**src/rtl/uart485_pkg.sv**
```systemverilog
package uart485_pkg;
    localparam int unsigned CHAR_BITS = 8;
    typedef logic [CHAR_BITS-1:0] char_t;
endpackage

```
**src/rtl/uart485_fifo.sv**
```systemverilog
module uart485_fifo
    import uart485_pkg::*;
#(
    parameter int unsigned DEPTH = 4
) (
    input  logic  clk,
    input  logic  rst_n,
    input  logic  wr_en,
    input  char_t wr_data,
    input  logic  rd_en,
    output char_t rd_data,
    output logic  empty,
    output logic  accepted
);
    localparam int unsigned AW = (DEPTH > 1) ? $clog2(DEPTH) : 1;
    localparam int unsigned CW = $clog2(DEPTH + 1);

    typedef struct packed {
        logic [DEPTH-1:0][CHAR_BITS-1:0] mem;
        logic [AW-1:0]                   rd;
        logic [AW-1:0]                   wr;
        logic [CW-1:0]                   cnt;
    } fifo_state_t;

    fifo_state_t s_d, s_q;
    logic pop;

    always_comb begin
        s_d      = s_q;
        accepted = wr_en && (s_q.cnt != CW'(DEPTH));
        pop      = rd_en && (s_q.cnt != '0);
        if (accepted) begin
            s_d.mem[s_q.wr] = wr_data;
            s_d.wr = (s_q.wr == AW'(DEPTH - 1)) ? '0 : s_q.wr + AW'(1);
        end
        if (pop) begin
            s_d.rd = (s_q.rd == AW'(DEPTH - 1)) ? '0 : s_q.rd + AW'(1);
        end
        case ({accepted, pop})
            2'b10:   s_d.cnt = s_q.cnt + CW'(1);
            2'b01:   s_d.cnt = s_q.cnt - CW'(1);
            default: s_d.cnt = s_q.cnt;
        endcase
    end

    always_ff @(posedge clk) begin
        if (!rst_n) s_q <= '0;
        else        s_q <= s_d;
    end

    assign rd_data = s_q.mem[s_q.rd];
    assign empty   = (s_q.cnt == '0);


    cnt_bound_chk: assert property (@(posedge clk) disable iff (!rst_n)
        s_q.cnt <= CW'(DEPTH));

    full_drop_chk: assert property (@(posedge clk) disable iff (!rst_n)
        (s_q.cnt == CW'(DEPTH) && wr_en && !rd_en) |=> (s_q.cnt == CW'(DEPTH)));
endmodule

```
**src/rtl/uart485_shifter.sv**
```systemverilog
module uart485_shifter
    import uart485_pkg::*;
(
    input  logic  clk,
    input  logic  rst_n,
    input  logic  bit_tick,
    input  logic  avail,
    input  char_t din,
    output logic  pop,
    output logic  drained,
    output logic  busy,
    output logic  txd
);
    localparam int unsigned LAST = CHAR_BITS + 1;
    localparam int unsigned CW   = $clog2(LAST + 1);

    typedef struct packed {
        logic          busy;
        logic [CW-1:0] cnt;
        char_t         sh;
        logic          txd;
    } shift_state_t;

    shift_state_t s_d, s_q;

    always_comb begin
        s_d     = s_q;
        pop     = 1'b0;
        drained = 1'b0;
        if (bit_tick) begin
            if (!s_q.busy || s_q.cnt == CW'(LAST)) begin
                if (avail) begin
                    pop      = 1'b1;
                    s_d.busy = 1'b1;
                    s_d.cnt  = '0;
                    s_d.sh   = din;
                    s_d.txd  = 1'b0;
                end else begin
                    drained  = s_q.busy;
                    s_d.busy = 1'b0;
                    s_d.cnt  = '0;
                    s_d.txd  = 1'b1;
                end
            end else if (s_q.cnt == CW'(CHAR_BITS)) begin
                s_d.txd = 1'b1;
                s_d.cnt = s_q.cnt + CW'(1);
            end else begin
                s_d.txd = s_q.sh[0];
                s_d.sh  = s_q.sh >> 1;
                s_d.cnt = s_q.cnt + CW'(1);
            end
        end
    end

    always_ff @(posedge clk) begin
        if (!rst_n) begin
            s_q     <= '0;
            s_q.txd <= 1'b1;
        end else begin
            s_q <= s_d;
        end
    end

    assign busy = s_q.busy;
    assign txd  = s_q.txd;


    idle_line_chk: assert property (@(posedge clk) disable iff (!rst_n)
        !s_q.busy |-> s_q.txd);

    tick_paced_chk: assert property (@(posedge clk) disable iff (!rst_n)
        !bit_tick |=> $stable(s_q.txd));
endmodule

```
**src/rtl/uart485_dirctl.sv**
```systemverilog
module uart485_dirctl (
    input  logic clk,
    input  logic rst_n,
    input  logic bit_tick,
    input  logic auto_en,
    input  logic sw_dir_n,
    input  logic push,
    input  logic drained,
    input  logic fifo_empty,
    input  logic busy,
    output logic dir_n,
    output logic irq
);
    typedef struct packed {
        logic dir_n;
        logic guard;
        logic irq;
        logic cond_prev;
    } dir_state_t;

    dir_state_t s_d, s_q;
    logic irq_cond;

    always_comb begin
        s_d      = s_q;
        irq_cond = fifo_empty && (!auto_en || !busy);

        if (!auto_en) begin
            s_d.dir_n = sw_dir_n;
            s_d.guard = 1'b0;
        end else if (push) begin
            s_d.dir_n = 1'b0;
            s_d.guard = 1'b0;
        end else if (drained) begin
            s_d.guard = 1'b1;
        end else if (s_q.guard && bit_tick) begin
            s_d.guard = 1'b0;
            s_d.dir_n = 1'b1;
        end

        if (push)                          s_d.irq = 1'b0;
        else if (irq_cond && !s_q.cond_prev) s_d.irq = 1'b1;
        else if (!irq_cond)                s_d.irq = 1'b0;
        s_d.cond_prev = irq_cond;
    end

    always_ff @(posedge clk) begin
        if (!rst_n) begin
            s_q.dir_n     <= 1'b1;
            s_q.guard     <= 1'b0;
            s_q.irq       <= 1'b0;
            s_q.cond_prev <= 1'b1;
        end else begin
            s_q <= s_d;
        end
    end

    assign dir_n = s_q.dir_n;
    assign irq   = s_q.irq;


    dir_on_push_chk: assert property (@(posedge clk) disable iff (!rst_n)
        (auto_en && push) |=> !s_q.dir_n);

    release_on_tick_chk: assert property (@(posedge clk) disable iff (!rst_n)
        (auto_en && $past(auto_en) && $rose(s_q.dir_n)) |-> $past(bit_tick));

    irq_deferred_chk: assert property (@(posedge clk) disable iff (!rst_n)
        (auto_en && $past(auto_en) && busy) |-> !s_q.irq);

    irq_clear_chk: assert property (@(posedge clk) disable iff (!rst_n)
        push |=> !s_q.irq);
endmodule

```
**src/rtl/uart485_tx.sv**
```systemverilog
module uart485_tx #(
    parameter int unsigned DEPTH = 4
) (
    input  logic                              clk,
    input  logic                              rst_n,
    input  logic                              bit_tick,
    input  logic                              wr_en,
    input  logic [uart485_pkg::CHAR_BITS-1:0] wr_data,
    input  logic                              auto_dir_en,
    input  logic                              sw_dir_n,
    output logic                              txd,
    output logic                              dir_n,
    output logic                              tx_irq
);
    import uart485_pkg::*;

    char_t head;
    logic  empty, accepted, pop, drained, busy;

    uart485_fifo #(.DEPTH(DEPTH)) u_fifo (
        .clk      (clk),
        .rst_n    (rst_n),
        .wr_en    (wr_en),
        .wr_data  (wr_data),
        .rd_en    (pop),
        .rd_data  (head),
        .empty    (empty),
        .accepted (accepted)
    );

    uart485_shifter u_shift (
        .clk      (clk),
        .rst_n    (rst_n),
        .bit_tick (bit_tick),
        .avail    (!empty),
        .din      (head),
        .pop      (pop),
        .drained  (drained),
        .busy     (busy),
        .txd      (txd)
    );

    uart485_dirctl u_dir (
        .clk        (clk),
        .rst_n      (rst_n),
        .bit_tick   (bit_tick),
        .auto_en    (auto_dir_en),
        .sw_dir_n   (sw_dir_n),
        .push       (accepted),
        .drained    (drained),
        .fifo_empty (empty),
        .busy       (busy),
        .dir_n      (dir_n),
        .irq        (tx_irq)
    );
endmodule

```
**config.mk**
```make
export PLATFORM = sky130hd
export DESIGN_NAME = uart485_tx
export DESIGN_NICKNAME = d
export VERILOG_FILES = /design/src/rtl/uart485_pkg.sv /design/src/rtl/uart485_fifo.sv /design/src/rtl/uart485_shifter.sv /design/src/rtl/uart485_dirctl.sv /design/src/rtl/uart485_tx.sv
export SDC_FILE = /design/constraint.sdc
export NUM_CORES = 1
export LEC_CHECK = 0
export ABC_CLOCK_PERIOD_IN_PS = 2500
export BUFFER_PORTS_ARGS = -buffer_cell sky130_fd_sc_hd__buf_2
export CAP_MARGIN = 10
export CORE_MARGIN = 3
export CORE_UTILIZATION = 40
export CTS_BUF_LIST = sky130_fd_sc_hd__clkbuf_4
export DETAILED_ROUTE_END_ITERATION = 16
export MAX_ROUTING_LAYER = met4
export SLEW_MARGIN = 20
export SYNTH_ARGS = -nofsm -noshare
export SYNTH_HDL_FRONTEND = slang
export SYNTH_SLANG_ARGS = --single-unit
```
**constraint.sdc**
```tcl
create_clock -name clk -period 2.5 [get_ports clk]
set_input_delay 0.125 -clock clk [delete_from_list [all_inputs] [get_ports clk]]
set_output_delay 0.125 -clock clk [all_outputs]
set_load 0.05 [all_outputs]
```
==> results.toml <==
[outcome]
status = "finished clean"

[hold_path]
hold_path_startpoint = "wr_data[1]"
hp-class = "in -> reg"
min_path_cells = 3
hold_end = "u_fifo.s_q[24]"

[timing]
final.period_utilization = 0.918
holdWs_ns = 0.0256
slew_headroom = 0.654
min_period_ns = 2.30
drv_slew = 0
setup_viol = 0
rsz0062_at_grt = "false"
fin_worst_skew_ns = 0.0192
tns_ns = 0
worst_slew_pin_slew_ns = 0.515
hold_violations = 0
fmax_ghz = 0.436
finalWorstSetupSlack_ns = 0.204

[clock_tree]
clk_path_buf_depth = 2
clk_pin_slew_ns = 0.11
insertion_delay_ns = 0.40
cts-root-buf = "clkbuf_4"
htreeDepth = 3
cts_buffers = 9
cts_sinks = 57
cts_tree = "yes"

[cells_and_area]
area_growth_pct = 13.1
ff_latch_area_um2 = 1140
fillCellCount = 619
postLayoutCoreUtil = 0.477
diodes = 0
layout-drive-gt1-share = 0.216
multiInputGateArea_um2 = 1450
fin_nets = 320

[floorplanning]
die_y_um = 88.5
rows = 29
dieArea_um2 = 7830
initial_core_util = 0.422
core_um2 = 6460
ios = 17
die_w_um = 88.5

[critical_path]
worst_setup_path_start_kind = "flop"
path_buf_inv = 2
slowest_delay_ns = 0.37
crit_required_ns = 2.83
end_kind = "flop"
crit_fanout = 4
critPathKind = "reg -> reg"
worstPathArrival_ns = 2.62
r2r-start = "u_shift.s_q[10]"
r2r_end = "u_fifo.s_q[2]"
rrSetupSlack_ns = 0.20
worstRegToRegCells = 10
critical-path-top-delay-family = "adder cells"
crit_path_top_delay_cell = "fa_1"
path_cells = "inv_1 > ha_1 > and3b_1 > o211a_1 > ha_1 > inv_1 > fa_1 > xor2_1 > or3_1 > a21oi_1"

[grt]
grt_usage = 0.154
grt_pass1_wl_um = 8960
grt_pass1_vias = 1908
antenna_found_initial = 0
grt_max_degree = 24
overflow = 0

[placed_design]
dp_slack_ns = 0.183
port-buffer-count = 16
hpwl_um = 3480
place.gp.congestion = 0.726

[power_and_ir_drop]
irDropWorstVdd_uv = 355
p_per_area_nw_per_um2 = 813
p_leak_nw = 1.33

[drt]
post-route-drc-count = 0
vias_per_cell = 5.23
dr.first_iter.drc_count = 105
wl_um = 5150
post_drt_wl_per_cell_um = 13.6
vias = 1978
firstDrtPassIters = 4
antenna_left = 0

[logic_synthesis]
synth_area_leaders = "dfxtp_1 42%, mux2i_1 13%, mux4_2 6.6%"
synth_edf_count = 0
synth_area_um2 = 2720
ys_seq_elements = 57
yosysSeqAreaShare = 0.419
synth_cells = 268
yosysTopAreaCellShare = 0.419
synth_cell_type_count = 44
yosysTopAreaCell = "dfxtp_1"
syn_avg_cell_area_um2 = 10.2
yosysWarnings = 0
async_flop_share = 0
synth.net_count = 292
synth-main-ff-cell = "dfxtp_1"

[flow_run]
cap_violations = 0
## synthesized netlist by cell type (2+ instances only)
cell / count
a21oi_1: 16
a311oi_2: 7
buf_2: 4
buf_6: 3
clkbuf_1: 8
dfxtp_1: 57
ha_1: 9
inv_1: 8
mux2i_1: 34
mux4_2: 8
nand2_1: 24
nand2b_1: 4
nand3_1: 6
nand3_4: 4
nand3b_1: 2
nand4b_1: 3
nor2_1: 40
o31ai_1: 2
or3_1: 3
xor2_1: 2
## worst reg2reg max path: stages, from the launching register on
cell and delay, ns:
dfxtp_1 0.35, inv_1 0.08, ha_1 0.18, and3b_1 0.19
o211a_1 0.21, ha_1 0.19, inv_1 0.06, fa_1 0.37
xor2_1 0.16, or3_1 0.30, a21oi_1 0.14
## where the power goes
part | switching, mW | total [mW] | internal [mW]
Combinational | 0.434 | 0.789 | 0.355
Sequential | 0.105 | 1.14 | 1.03
Clock | 0.362 | 0.578 | 0.216
Total | 0.901 | 2.50 | 1.60
## flip-flops by register name (all words and copies together), names as in the netlist
signal and count:
u_dir.dir_n 1, u_shift.s_q 12, u_dir.irq 1, u_fifo.s_q 39, u_shift.txd 1, u_dir.s_q 2
u_shift.busy 1
## metrics by stage
step | total power, mW | instance area, µm² | instances
floorplan | 1.78 | 2720 | 268
global placement | 1.91 | 2850 | 351
detailed placement | 1.92 | 2850 | 351
CTS | 2.51 | 3050 | 375
global route | 2.67 | 3080 | 378
finish | 2.50 | 3080 | 378
## layer usage
layer  vias up  GRT usage  part of all wire
li1       1004          -                 -
met1       935      0.198              0.51
met2        31      0.228              0.44
met3         8     0.0587             0.040
met4         0     0.0412             0.011
met5         -          -                 0
## final cells by class
class,instances,share of cell area
tap,77,0.0313
clock buffer,10,0.0244
multi-input combinational,185,0.471
inverter,10,0.0130
timing repair buffer,33,0.0748
clock inverter,6,0.0146
sequential,57,0.371
## logic make-up after synthesis
logic type | share of synthesized area
flops | 0.419
buf+inv | 0.0483
compound gates | 0.102
fa+ha+maj | 0.0487
mux | 0.191
xor+xnor | 0.00643
simple gates | 0.184
## worst max-delay path by stage
| stage | start | to | slack [ns] | cells past startpoint |
|---|---|---|---|---|
| after floorplan | u_shift.s_q[9] | u_fifo.s_q[2] | 0.23 | 10 |
| after global placement | u_shift.s_q[9] | u_fifo.s_q[2] | 0.25 | 9 |
| after detailed placement | u_shift.s_q[9] | u_fifo.s_q[2] | 0.18 | 9 |
| after CTS | u_shift.s_q[9] | u_fifo.s_q[2] | 0.16 | 9 |
| after global routing | u_shift.s_q[10] | u_fifo.s_q[2] | 0.02 | 10 |
| final | u_shift.s_q[10] | u_fifo.s_q[2] | 0.20 | 10 |
## layout by cell type, fill, tap and decap left out, drive strengths merged, types with 3 or more instances in the layout
master	count
a21oi	16
a311oi	8
buf	24
clkbuf	10
clkinv	4
clkinvlp	3
dfxtp	57
dlygate4sd3	9
ha	9
inv	9
mux2i	34
mux4	8
nand2	25
nand2b	4
nand3	10
nand4b	3
nor2	40
or3	3
## repair_timing
item,in CTS,in global routing
hold endpoints to repair,25,1
setup buffers,0,2
endpoints found under the setup margin,0,1
gates resized for setup,0,1
hold buffers,8,1
No activity file was read; power rests on OpenSTA's default activity.
